File: config.mk
export PLATFORM = sky130hd
export DESIGN_NAME = dpot_ctrl
export DESIGN_NICKNAME = d
export VERILOG_FILES = /design/src/rtl/dpot_pkg.sv /design/src/rtl/dpot_busy.sv /design/src/rtl/dpot_regbank.sv /design/src/rtl/dpot_fsm.sv /design/src/rtl/dpot_ctrl.sv
export SDC_FILE = /design/constraint.sdc
export NUM_CORES = 1
export LEC_CHECK = 0
export CAP_MARGIN = 25
export CORE_AREA = 2 2 92 59
export DETAILED_ROUTE_END_ITERATION = 6
export DIE_AREA = 0 0 94 61
export GPL_ROUTABILITY_DRIVEN = 0
export PLACE_DENSITY = 0.8
export SYNTH_ARGS = -nofsm -noshare
export SYNTH_HDL_FRONTEND = slang
export SYNTH_SLANG_ARGS = --single-unit
export TNS_END_PERCENT = 10
File: constraint.sdc
create_clock -name clk -period 4 [get_ports clk]
set_input_delay 1.2 -clock clk [delete_from_list [all_inputs] [get_ports clk]]
set_output_delay 1.2 -clock clk [all_outputs]
set_load 0.05 [all_outputs]
File: src/rtl/dpot_pkg.sv
package dpot_pkg;

    typedef enum logic [3:0] {
        OP_STEP    = 4'h2,
        OP_RD_WCR  = 4'h9,
        OP_WR_WCR  = 4'hA,
        OP_RD_DR   = 4'hB,
        OP_WR_DR   = 4'hC,
        OP_XFR_D2W = 4'hD,
        OP_XFR_W2D = 4'hE
    } dpot_op_e;

    typedef enum logic [2:0] {
        ST_RECALL,
        ST_IDLE,
        ST_WDATA,
        ST_RDOUT,
        ST_STEP
    } dpot_state_e;

endpackage

File: src/rtl/dpot_busy.sv
module dpot_busy #(
    parameter int BUSY_CYCLES = 8
) (
    input  logic clk,
    input  logic rst_n,
    input  logic start,
    output logic busy
);
    localparam int CNT_W = $clog2(BUSY_CYCLES + 1);

    logic [CNT_W-1:0] cnt_q;

    always_ff @(posedge clk) begin
        if (!rst_n) begin
            cnt_q <= '0;
        end else if (start) begin
            cnt_q <= CNT_W'(BUSY_CYCLES);
        end else if (cnt_q != '0) begin
            cnt_q <= cnt_q - 1'b1;
        end
    end

    assign busy = (cnt_q != '0);
endmodule

File: src/rtl/dpot_regbank.sv
module dpot_regbank #(
    parameter int WIPER_W = 6,
    parameter int NUM_DR  = 4,
    localparam int SEL_W  = $clog2(NUM_DR)
) (
    input  logic               clk,
    input  logic               rst_n,
    input  logic               recall,
    input  logic               wcr_load,
    input  logic [WIPER_W-1:0] wcr_din,
    input  logic               step_en,
    input  logic               step_up,
    input  logic               dr_we,
    input  logic [SEL_W-1:0]   dr_sel,
    input  logic [WIPER_W-1:0] dr_din,
    output logic [WIPER_W-1:0] dr_rd,
    output logic [WIPER_W-1:0] wcr
);
    localparam logic [WIPER_W-1:0] TOP_TAP = '1;

    logic [WIPER_W-1:0] dr_q [NUM_DR];
    logic [WIPER_W-1:0] wcr_q;
    logic [WIPER_W-1:0] wcr_step;

    // Retained registers: no reset, so contents survive rst_n.
    for (genvar i = 0; i < NUM_DR; i++) begin : g_dr
        always_ff @(posedge clk) begin
            if (dr_we && (dr_sel == SEL_W'(i))) begin
                dr_q[i] <= dr_din;
            end
        end
    end

    assign dr_rd = dr_q[dr_sel];

    always_comb begin
        wcr_step = wcr_q;
        if (step_up) begin
            if (wcr_q != TOP_TAP) wcr_step = wcr_q + 1'b1;
        end else begin
            if (wcr_q != '0) wcr_step = wcr_q - 1'b1;
        end
    end

    always_ff @(posedge clk) begin
        if (!rst_n) begin
            wcr_q <= '0;
        end else if (recall) begin
            wcr_q <= dr_q[0];
        end else if (wcr_load) begin
            wcr_q <= wcr_din;
        end else if (step_en) begin
            wcr_q <= wcr_step;
        end
    end

    assign wcr = wcr_q;
endmodule

File: src/rtl/dpot_fsm.sv
module dpot_fsm
    import dpot_pkg::*;
#(
    parameter int WIPER_W = 6,
    parameter int BYTE_W  = 8,
    parameter int NUM_DR  = 4,
    localparam int SEL_W  = $clog2(NUM_DR),
    localparam int SEL_LSB = 2
) (
    input  logic               clk,
    input  logic               rst_n,
    input  logic               in_valid,
    input  logic [BYTE_W-1:0]  in_data,
    output logic               in_ready,
    output logic               rd_valid,
    output logic [BYTE_W-1:0]  rd_data,
    input  logic               rd_ready,
    input  logic               step_pulse,
    input  logic               busy,
    input  logic [WIPER_W-1:0] wcr,
    input  logic [WIPER_W-1:0] dr_rd,
    output logic               recall,
    output logic               wcr_load,
    output logic [WIPER_W-1:0] wcr_din,
    output logic               step_en,
    output logic               dr_we,
    output logic [SEL_W-1:0]   dr_sel,
    output logic [WIPER_W-1:0] dr_din,
    output logic               busy_start
);
    dpot_state_e        state_q, state_d;
    dpot_op_e           op_q;
    logic [SEL_W-1:0]   sel_q;
    logic [WIPER_W-1:0] rd_q;
    logic               hs;
    dpot_op_e           op_in;
    logic [SEL_W-1:0]   sel_in;

    assign op_in  = dpot_op_e'(in_data[BYTE_W-1 -: 4]);
    assign sel_in = in_data[SEL_LSB +: SEL_W];
    assign hs     = in_valid && in_ready;

    // State register and captured fields
    always_ff @(posedge clk) begin
        if (!rst_n) begin
            state_q <= ST_RECALL;
            op_q    <= OP_RD_WCR;
            sel_q   <= '0;
            rd_q    <= '0;
        end else begin
            state_q <= state_d;
            if (state_q == ST_IDLE && hs) begin
                op_q  <= op_in;
                sel_q <= sel_in;
                if (op_in == OP_RD_WCR) rd_q <= wcr;
                else if (op_in == OP_RD_DR) rd_q <= dr_rd;
            end
        end
    end

    // Next state
    always_comb begin
        state_d = state_q;
        unique case (state_q)
            ST_RECALL: state_d = ST_IDLE;
            ST_IDLE: begin
                if (hs) begin
                    unique case (op_in)
                        OP_RD_WCR, OP_RD_DR: state_d = ST_RDOUT;
                        OP_WR_WCR, OP_WR_DR: state_d = ST_WDATA;
                        OP_STEP:             state_d = ST_STEP;
                        default:             state_d = ST_IDLE;
                    endcase
                end
            end
            ST_WDATA: if (hs) state_d = ST_IDLE;
            ST_RDOUT: if (rd_ready) state_d = ST_IDLE;
            ST_STEP:  if (hs) state_d = ST_IDLE;
            default:  state_d = ST_IDLE;
        endcase
    end

    // Outputs
    always_comb begin
        in_ready   = 1'b0;
        rd_valid   = 1'b0;
        recall     = 1'b0;
        wcr_load   = 1'b0;
        wcr_din    = in_data[WIPER_W-1:0];
        step_en    = 1'b0;
        dr_we      = 1'b0;
        dr_sel     = sel_q;
        dr_din     = in_data[WIPER_W-1:0];
        busy_start = 1'b0;
        unique case (state_q)
            ST_RECALL: recall = 1'b1;
            ST_IDLE: begin
                in_ready = !busy;
                dr_sel   = sel_in;
                if (hs) begin
                    if (op_in == OP_XFR_D2W) begin
                        wcr_load = 1'b1;
                        wcr_din  = dr_rd;
                    end else if (op_in == OP_XFR_W2D) begin
                        dr_we      = 1'b1;
                        dr_din     = wcr;
                        busy_start = 1'b1;
                    end
                end
            end
            ST_WDATA: begin
                in_ready = !busy;
                if (hs) begin
                    if (op_q == OP_WR_WCR) begin
                        wcr_load = 1'b1;
                    end else begin
                        dr_we      = 1'b1;
                        busy_start = 1'b1;
                    end
                end
            end
            ST_RDOUT: rd_valid = 1'b1;
            ST_STEP: begin
                in_ready = !busy;
                step_en  = step_pulse && !hs;
            end
            default: ;
        endcase
    end

    assign rd_data = {{(BYTE_W-WIPER_W){1'b0}}, rd_q};
endmodule

File: src/rtl/dpot_ctrl.sv
module dpot_ctrl #(
    parameter int WIPER_W     = 6,
    parameter int BYTE_W      = 8,
    parameter int NUM_DR      = 4,
    parameter int BUSY_CYCLES = 8
) (
    input  logic               clk,
    input  logic               rst_n,
    input  logic               in_valid,
    input  logic [BYTE_W-1:0]  in_data,
    output logic               in_ready,
    output logic               rd_valid,
    output logic [BYTE_W-1:0]  rd_data,
    input  logic               rd_ready,
    input  logic               step_pulse,
    input  logic               step_up,
    output logic               busy,
    output logic [WIPER_W-1:0] wiper_pos
);
    localparam int SEL_W = $clog2(NUM_DR);

    logic               recall, wcr_load, step_en, dr_we, busy_start;
    logic [WIPER_W-1:0] wcr_din, dr_din, dr_rd, wcr;
    logic [SEL_W-1:0]   dr_sel;

    dpot_fsm #(.WIPER_W(WIPER_W), .BYTE_W(BYTE_W), .NUM_DR(NUM_DR)) u_fsm (
        .clk(clk), .rst_n(rst_n),
        .in_valid(in_valid), .in_data(in_data), .in_ready(in_ready),
        .rd_valid(rd_valid), .rd_data(rd_data), .rd_ready(rd_ready),
        .step_pulse(step_pulse), .busy(busy), .wcr(wcr), .dr_rd(dr_rd),
        .recall(recall), .wcr_load(wcr_load), .wcr_din(wcr_din),
        .step_en(step_en), .dr_we(dr_we), .dr_sel(dr_sel), .dr_din(dr_din),
        .busy_start(busy_start)
    );

    dpot_regbank #(.WIPER_W(WIPER_W), .NUM_DR(NUM_DR)) u_regs (
        .clk(clk), .rst_n(rst_n), .recall(recall),
        .wcr_load(wcr_load), .wcr_din(wcr_din),
        .step_en(step_en), .step_up(step_up),
        .dr_we(dr_we), .dr_sel(dr_sel), .dr_din(dr_din),
        .dr_rd(dr_rd), .wcr(wcr)
    );

    dpot_busy #(.BUSY_CYCLES(BUSY_CYCLES)) u_busy (
        .clk(clk), .rst_n(rst_n), .start(busy_start), .busy(busy)
    );

    assign wiper_pos = wcr;
endmodule

==> Word level (Yosys, flattened, before mapping) <==
Memories as Yosys holds them, arrays and structs flattened.
Index checks and enable logic that the tools add are counted.
{ "totals": {"ff_bits": 25, "ram_bits": 24, "in_bits": 14, "out_inout_bits": 17, "wordCells": 115, "n_memories": 1} }
{ "classes": {"addsub": 3, "eq_ne": 20, "muxes": 55, "bitwise_logic": 1, "reduce_logical": 28} }
{ "memory_table": {"columns": ["memory", "words", "word_bits", "rd", "rd_ports_with_merged_regs", "wr", "line", "text"], "rows": [
  ["u_regs.dr_q", 4, 6, 2, 0, 1, "dpot_regbank.sv:21", "logic [WIPER_W-1:0] dr_q [NUM_DR];"]
]} }
{ "ops": {"columns": ["cell", "n"], "rows": [
  ["$mux W6", 18],
  ["$eq A4 B4 Y1 const B", 7],
  ["$mux W1", 24],
  ["$pmux W3 S3", 2],
  ["$reduce_or A6 Y1", 3],
  ["$mux W3", 3],
  ["$mux W2", 4],
  ["$mux W4", 2],
  ["$reduce_bool A4 Y1", 2],
  ["$reduce_or A2 Y1", 4],
  ["$logic_and A1 B1 Y1", 7],
  ["$add A6 B1 Y6 const B", 1],
  ["$eq A3 B2 Y1 const B", 2],
  ["$ne A6 B6 Y1 const B", 1],
  ["$reduce_and A3 Y1", 2],
  ["$reduce_bool A6 Y1", 1],
  ["$sub A6 B1 Y6 const B", 1],
  ["$eq A2 B2 Y1 const B", 2],
  ["$eq A4 B2 Y1 const B", 1],
  ["$ne A2 B1 Y1 const B", 2],
  ["$ne A4 B1 Y1 const B", 1],
  ["$pmux W1 S2", 2],
  ["$reduce_bool A2 Y1", 2],
  ["$sub A4 B1 Y4 const B", 1],
  ["11 further kinds", 12]
]} }

==> Logic depth before layout (Yosys ltp) <==
Gate-level depths: netlist of the first run.
{ "logic_depth": {"word_depth": 13, "ltp_mapped": 9, "depth_no_buf": 8} }

==> Cells and area by module <==
From an unflattened synthesis of the first run, not the netlist that was laid out.
{ "unflattened": {"hier_cells": 270, "hier_area_um2": 2872.8} }
{ "by_module_without_submodules": {"columns": ["module", "instances", "cells_each", "area_per_inst_um2", "seq_area_each_um2"], "rows": [
  ["dpot_regbank", 1, 109, 1485.2, 840.8],
  ["dpot_fsm", 1, 139, 1182.4, 300.3],
  ["dpot_busy", 1, 22, 205.2, 80.1]
]} }

==> Worst setup path before layout of the first run <==
Ideal clock, no wire load.
{ "synth_timing": {"path_kind": "register to output", "start": "reg u_busy.cnt_q[0]", "end": "out in_ready", "arrival_ns": 1.850, "required_time_ns": 2.800, "setup_slack_ns": 0.950, "stages_incl_launch_ff": 6, "path_buffers": 0, "path_cell_list": "dfxtp_1 -> inv_1 -> ha_1 -> and2_1 -> inv_1 -> a21oi_1"} }
{ "synth_via": {"elab_chain_len": 3} }
{ "synth_lines": {"columns": ["element", "line", "text"], "rows": [
  ["start, declared", "dpot_busy.sv:11", "logic [CNT_W-1:0] cnt_q;"],
  ["start signal, assigned", "dpot_busy.sv:17", "cnt_q <= CNT_W'(BUSY_CYCLES);"],
  ["start signal, assigned", "dpot_busy.sv:19", "cnt_q <= cnt_q - 1'b1;"],
  ["$reduce_bool A4 Y1", "dpot_busy.sv:23", "assign busy = (cnt_q != '0);"],
  ["via busy", "dpot_ctrl.sv:17", "output logic busy,"],
  ["$logic_not A1 Y1", "dpot_fsm.sv:98, dpot_fsm.sv:112, dpot_fsm.sv:124", null],
  ["$mux W1", null, null],
  ["end, declared", "dpot_ctrl.sv:11", "output logic in_ready,"]
]} }
The timed path passes the listed nets, and every way through them passes these cells.

==> Worst setup path after layout of the first run <==
{ "layout_timing": {"start": "in in_valid", "end": "mem u_regs.dr_q[2][3], data pin"} }
{ "layout_via": {"word_cells_on_any_way": 17, "classes_between": "mux: 12; reduce/logical: 5"} }
{ "layout_rtl": {"columns": ["element", "line", "text"], "rows": [
  ["start, declared", "dpot_ctrl.sv:9", "input logic in_valid,"],
  ["$logic_and A1 B1 Y1 (*)", "dpot_fsm.sv:41", "assign hs = in_valid && in_ready;"],
  ["$mux W6 (*)", "dpot_fsm.sv:100", "if (hs) begin"],
  ["$mux W6 (*)", "dpot_fsm.sv:95", "unique case (state_q)"],
  ["via dr_din[3]", "dpot_ctrl.sv:23", "logic [WIPER_W-1:0] wcr_din, dr_din, dr_rd, wcr;"],
  ["$mux W6 (no source line) (2 in series)", null, null],
  ["$mux W6 (no source line) (*)", null, null],
  ["end, declared", "dpot_regbank.sv:21", null]
]} }
The timed path passes the listed nets; every way through them passes the cells marked *.

==> results.py, run 1 <==
metrics = {
    "global_routing": {
        "grt_usage": 0.2613,
        "first_global_vias": 2216,
        "grt_first_pass_wirelength_mm": 11.05,
        "gr-total-overflow": 0,
        "grt_max_degree": 17,
        "antenna_found_initial": 0,
    },
    "worst_setup_path": {
        "cp-end-kind": "flop",
        "worstPathRequired_ns": 4.05,
        "critPathKind": "input port to flop",
        "endpoint": "u_regs.dr_q[2][3]$_DFFE_PP_",
        "cp.arrival_ns": 3.61,
        "reg2reg_from": "u_busy.cnt_q[0]$_SDFFE_PP0P_",
        "crit_path_start_kind": "input port",
        "r2r_slack_ns": 1.26,
        "startpoint": "in_valid",
        "worstReg2RegEnd": "u_regs.dr_q[2][3]$_DFFE_PP_",
        "reg2reg_depth": 6,
        "critPathMaxFanout": 9,
    },
    "finish": {
        "diodes": 0,
        "design_area_mm2": 0.003166,
        "drive_gt1_frac": 0.07911,
        "areaGrowthSynthToFinish_pct": 16.16,
        "layout.nets": 336,
        "fillers": 427,
    },
    "detailed_routing": {
        "met3_length_um": 625,
        "wl_mm": 7.035,
        "num_vias": 2350,
        "wire_per_inst_um": 18.42,
        "wl_met2_mm": 2.805,
        "routed_via_density": 6.152,
        "drtIter0Drc": 202,
        "drtAntennaViolNets": 0,
        "wl_met1_mm": 3.483,
        "drc": 0,
        "drt-pass1-iter-count": 5,
        "routed.top_layer": "met4",
    },
    "logic_synthesis": {
        "synth.area.mux_share": 0.06887,
        "yosys.area_share.adder": 0.03489,
        "netlist_area_mm2": 0.002725,
        "synth_flop_cell": "dfxtp_1",
        "ys_seq_area_frac": 0.4481,
        "synth-edff-count": 24,
        "synthSimpleGateAreaFrac": 0.1832,
        "syn-instance-count": 284,
        "synth-xor-area-share": 0.02571,
        "synth_top_family_by_area": "compound AO/OA/AOI/OAI gates",
        "async_flop_share": 0,
        "synth.avg_cell_area_um2": 9.595,
        "yosys_warnings": 0,
        "ys_seq_elements": 49,
        "synth_compound_area_frac": 0.1947,
        "ys_types": 57,
    },
    "clocking": {
        "clock-sinks": 49,
        "clk_latency_ns": 0.30,
        "cts.htree.levels": 2,
        "cts_resized": 0,
        "clock_path_buffers": 2,
        "numCtsBuffers": 5,
        "postCtsSetupBuffers": 0,
        "cts_tree": "built",
        "cts_root_buf": "clkbuf_8",
        "clkTransAtPathRegs_ns": 0.08,
        "holdBufCountCts": 0,
    },
    "floorplanning": {
        "rows": 20,
        "dieArea_mm2": 0.005734,
        "fp.dieH_um": 61,
        "io_pins": 31,
        "core_mm2": 0.004880,
        "start_util": 0.5585,
        "die_w_um": 94,
    },
    "outcome": {
        "status": "finished clean",
    },
    "timing": {
        "fin_skew_ns": 0.003886,
        "tns_ns": 0,
        "hold_violations": 0,
        "fmax_mhz": 280.7,
        "maxSlewHeadroom": 0.4570,
        "maxSlewViolCount": 0,
        "fin_crit_sh": 0.8906,
        "fin_crit_ns": 3.562,
        "setup_viol": 0,
        "finalWorstSetupSlack_ns": 0.4376,
        "worst_pin_slew_ns": 0.8059,
        "grt_setup_unrepaired": "no",
    },
    "flow_run": {
        "drv_cap": 0,
    },
    "place": {
        "place_ws_ns": 0.2772,
        "portBuffers": 28,
        "place_hpwl_mm": 5.243,
        "placed_cell_area_mm2": 0.003083,
    },
    "power": {
        "leakage_nw": 1.149,
        "powerDensity_mw_per_mm2": 446.2,
        "p_total_mw": 1.413,
        "ir_drop_v": 0.0002251,
    },
    "min_path": {
        "hold_class": "flop to flop",
    },
}
## state kept, by name (all words and copies together), names as in the netlist
signal	count
u_regs.dr_q	24
u_fsm.sel_q	2
u_fsm.rd_q	6
u_fsm.op_q	4
u_busy.cnt_q	4
u_regs.wcr	6
u_fsm.state_q	3
## cells in the final DEF (no fill, tap or decap), drive strengths merged, types with 3 or more instances in the layout
cell type / count
o221ai: 6
nor2: 18
xnor2: 6
a21boi: 3
o21ai: 10
edfxtp: 24
a211oi: 6
a21o: 4
inv: 9
nand3: 8
a32oi: 4
mux2i: 13
clkdlybuf4s50: 28
a21oi: 24
or3: 3
nand2: 38
nor3: 10
ha: 6
mux2: 4
a31oi: 5
dfxtp: 25
buf: 10
clkbuf: 6
nor2b: 3
a22oi: 3
## cells in the mapped netlist, types with 4 or more instances
library cell	n	area (µm²)
o221ai_1	6	52.55
clkbuf_1	7	26.28
a21o_1	4	30.03
nand2_1	38	142.6
a32oi_1	4	35.03
ha_1	6	75.07
a31oi_1	5	31.28
buf_2	4	20.02
nor2_1	18	67.56
a211oi_1	6	45.04
mux2i_1	12	120.1
xnor2_1	6	52.55
a21oi_1	23	115.1
inv_1	9	33.78
nand3_1	8	40.04
mux2_2	4	45.04
edfxtp_1	24	720.7
nor3_1	10	50.05
o21ai_0	10	50.05
dfxtp_1	25	500.5
## report_power, final
part,leakage [nW],switching (mW),total [mW],internal (mW)
clock,0.0450,0.160,0.282,0.121
sequential,0.420,0.0501,0.616,0.565
combinational,0.684,0.315,0.515,0.200
## cell type report
| cell class | count | area (µm²) | share of cell area |
|---|---|---|---|
| Clock inverter | 2 | 10.01 | 0.003162 |
| Multi-Input combinational cell | 212 | 1390 | 0.4391 |
| Tap cell | 66 | 82.58 | 0.02609 |
| Sequential cell | 49 | 1221 | 0.3858 |
| Inverter | 9 | 33.78 | 0.01067 |
| Timing Repair Buffer | 38 | 355.3 | 0.1123 |
| Clock buffer | 6 | 72.57 | 0.02292 |
## worst max-delay path: stages
cell and delay (ns):
clkdlybuf4s50_1 0.51, nor4bb_1 0.61, nand2_1 0.36, nor2_1 0.49, mux2_2 0.43
## kinds of logic after synthesis
kind of cell / after synthesis
muxes: 17
and+or+nand+nor: 100
DFF: 49
buffers and inverters: 24
adders and majority gates: 7
AOI/OAI and AO/OA: 78
xor gates and xnor gates: 8
other: 1
## how the worst min path moves through the flow
stage,startpoint,endpoint,slack (ns),cells after the start
floorplan,u_fsm.op_q[1]$_SDFFE_PN0N_,u_fsm.op_q[1]$_SDFFE_PN0N_,0.43,2
global placement,u_fsm.op_q[1]$_SDFFE_PN0N_,u_fsm.op_q[1]$_SDFFE_PN0N_,0.44,2
detailed placement,u_fsm.rd_q[4]$_SDFFE_PN0P_,u_fsm.rd_q[4]$_SDFFE_PN0P_,0.45,2
CTS,u_fsm.rd_q[4]$_SDFFE_PN0P_,u_fsm.rd_q[4]$_SDFFE_PN0P_,0.47,2
global route,u_fsm.op_q[1]$_SDFFE_PN0N_,u_fsm.op_q[1]$_SDFFE_PN0N_,0.48,2
finish,u_fsm.rd_q[4]$_SDFFE_PN0P_,u_fsm.rd_q[4]$_SDFFE_PN0P_,0.47,2
## layer usage
layer | up-vias | global-route usage
met2 | 118 | 0.3786
met4 | 0 | 0.07867
met1 | 1090 | 0.3867
met3 | 19 | 0.06832
met5 | - | 0
li1 | 1123 | -
## stage by stage
step | util | hold slack (ns) | cells
after global routing | 0.6487 | 0.4825 | 382
after CTS | 0.6487 | 0.4690 | 382
after detailed placement | 0.6318 | 0.4529 | 374
after floorplan | - | 0.4312 | 285
after global placement | 0.6318 | 0.4441 | 374
final | 0.6487 | 0.4687 | 382
(Power assumes the default switching activity.)
==> run 2, diff against run 1 <==
- clock period: 4 -> 4.2 ns (I/O delays scaled with it)
==> results.py, run 2 (synthesized netlist as in run 1, its figures left out) <==
metrics = {
    "timing": {
        "tns_ns": 0,
        "worst_pin_slew_ns": 0.8015,
        "fmax_mhz": 269.2,
        "fin_skew_ns": 0.007291,
        "fin_crit_sh": 0.8845,
        "fin_crit_ns": 3.715,
        "maxSlewViolCount": 0,
        "maxSlewHeadroom": 0.4600,
        "setup_viol": 0,
        "hold_violations": 0,
        "grt_setup_unrepaired": "no",
    },
    "clocking": {
        "postCtsSetupBuffers": 0,
        "clk_latency_ns": 0.30,
        "cts.htree.levels": 2,
        "cts_tree": "built",
        "numCtsBuffers": 5,
        "holdBufCountCts": 0,
        "clkTransAtPathRegs_ns": 0.09,
        "clock_path_buffers": 2,
        "clock-sinks": 49,
        "cts_root_buf": "clkbuf_8",
        "cts_resized": 0,
    },
    "worst_setup_path": {
        "r2r_slack_ns": 1.46,
        "cp.arrival_ns": 2.45,
        "worstPathRequired_ns": 2.94,
        "reg2reg_depth": 6,
        "endpoint": "in_ready",
        "startpoint": "u_fsm.state_q[0]$_SDFFE_PN0P_",
        "crit_path_start_kind": "flop",
        "cp-end-kind": "output pin",
        "worstReg2RegEnd": "u_regs.dr_q[2][3]$_DFFE_PP_",
        "critPathKind": "flop to output pin",
        "reg2reg_from": "u_busy.cnt_q[0]$_SDFFE_PP0P_",
        "critPathMaxFanout": 11,
    },
    "global_routing": {
        "antenna_found_initial": 0,
        "first_global_vias": 2109,
        "grt_usage": 0.2541,
        "gr-total-overflow": 0,
        "grt_first_pass_wirelength_mm": 10.81,
        "grt_max_degree": 17,
    },
    "power": {
        "ir_drop_v": 0.0001988,
        "powerDensity_mw_per_mm2": 421.5,
        "leakage_nw": 1.124,
        "p_total_mw": 1.319,
    },
    "detailed_routing": {
        "routed_via_density": 6.308,
        "drtIter0Drc": 300,
        "drc": 0,
        "wl_mm": 6.831,
        "wire_per_inst_um": 18.12,
        "drtAntennaViolNets": 0,
        "num_vias": 2378,
        "drt-pass1-iter-count": 5,
    },
    "finish": {
        "areaGrowthSynthToFinish_pct": 14.83,
        "layout.nets": 332,
        "final_common_cell": "nand2_1",
        "layout_common_cells": "nand2_1, clkdlybuf4s50_1, dfxtp_1, edfxtp_1, a21oi_1",
        "drive_gt1_frac": 0.06109,
        "diodes": 0,
        "largest_reg_flops": 24,
        "design_area_mm2": 0.003129,
        "regMostFlops": "u_regs.dr_q",
    },
    "outcome": {
        "status": "finished clean",
    },
    "place": {
        "place_hpwl_mm": 5.152,
        "portBuffers": 28,
        "placed_cell_area_mm2": 0.003053,
    },
    "floorplanning": {
        "fp.dieH_um": 61,
        "rows": 20,
        "dieArea_mm2": 0.005734,
        "start_util": 0.5585,
        "die_w_um": 94,
        "core_mm2": 0.004880,
        "io_pins": 31,
    },
    "min_path": {
        "min_from": "u_fsm.op_q[1]$_SDFFE_PN0N_",
        "hold_class": "flop to flop",
    },
    "flow_run": {
        "drv_cap": 0,
    },
}
run 2: cell count changes in the layout (fill, tap and decap cells not counted):
| cell | delta |
|---|---|
| clkinv_1 | +1 |
| buf_4 | -4 |
| clkinv_2 | -2 |
run 2: area by class of cell:
cell class                      count  area [µm²]
Fill cell                         430        1750
Multi-Input combinational cell    212        1390
Sequential cell                    49        1221
Timing Repair Buffer               34       325.3
Tap cell                           66       82.58
Clock buffer                        6       72.57
Inverter                            9       33.78
Clock inverter                      1       3.754
run 2: report_power, final:
| part | leakage [nW] | switching [mW] | internal [mW] |
|---|---|---|---|
| registers | 0.420 | 0.0478 | 0.539 |
| logic | 0.664 | 0.294 | 0.182 |
| clock network | 0.0387 | 0.145 | 0.113 |
| total | 1.12 | 0.486 | 0.833 |
run 2: worst max-delay path, cell delays in order, from the launching register on:
cell and delay, ns:
dfxtp_1 0.52, or3b_1 0.61, a21oi_1 0.21, clkdlybuf4s50_1 0.81
run 2: worst min-delay path by stage:
stage,end,cells after the start
global route,u_fsm.rd_q[2]$_SDFFE_PN0P_,2
floorplan,u_fsm.op_q[1]$_SDFFE_PN0N_,2
detailed placement,u_fsm.op_q[3]$_SDFFE_PN1N_,2
global placement,u_fsm.rd_q[2]$_SDFFE_PN0P_,2
finish,u_fsm.op_q[1]$_SDFFE_PN0N_,2
CTS,u_fsm.op_q[1]$_SDFFE_PN0N_,2
run 2: stage by stage:
stage | setup WS, ns | hold slack, ns | util | cells
final | 0.4851 | 0.4621 | 0.6413 | 377
after global routing | 0.4190 | 0.4826 | 0.6413 | 377
after CTS | 0.4950 | 0.4648 | 0.6413 | 377
after detailed placement | 0.3542 | 0.4494 | 0.6256 | 370
after global placement | 0.4071 | 0.4449 | 0.6256 | 370
after floorplan | 1.090 | 0.4312 | - | 285
run 2: per-layer routing:
layer	vias up	GRT usage	wire length (µm)	part of all wire
met5	-	0	0	0
met4	0	0.06418	72	0.011
met3	10	0.06335	638	0.093
met2	114	0.3592	2772	0.41
met1	1143	0.3895	3347	0.49
li1	1111	-	-	-
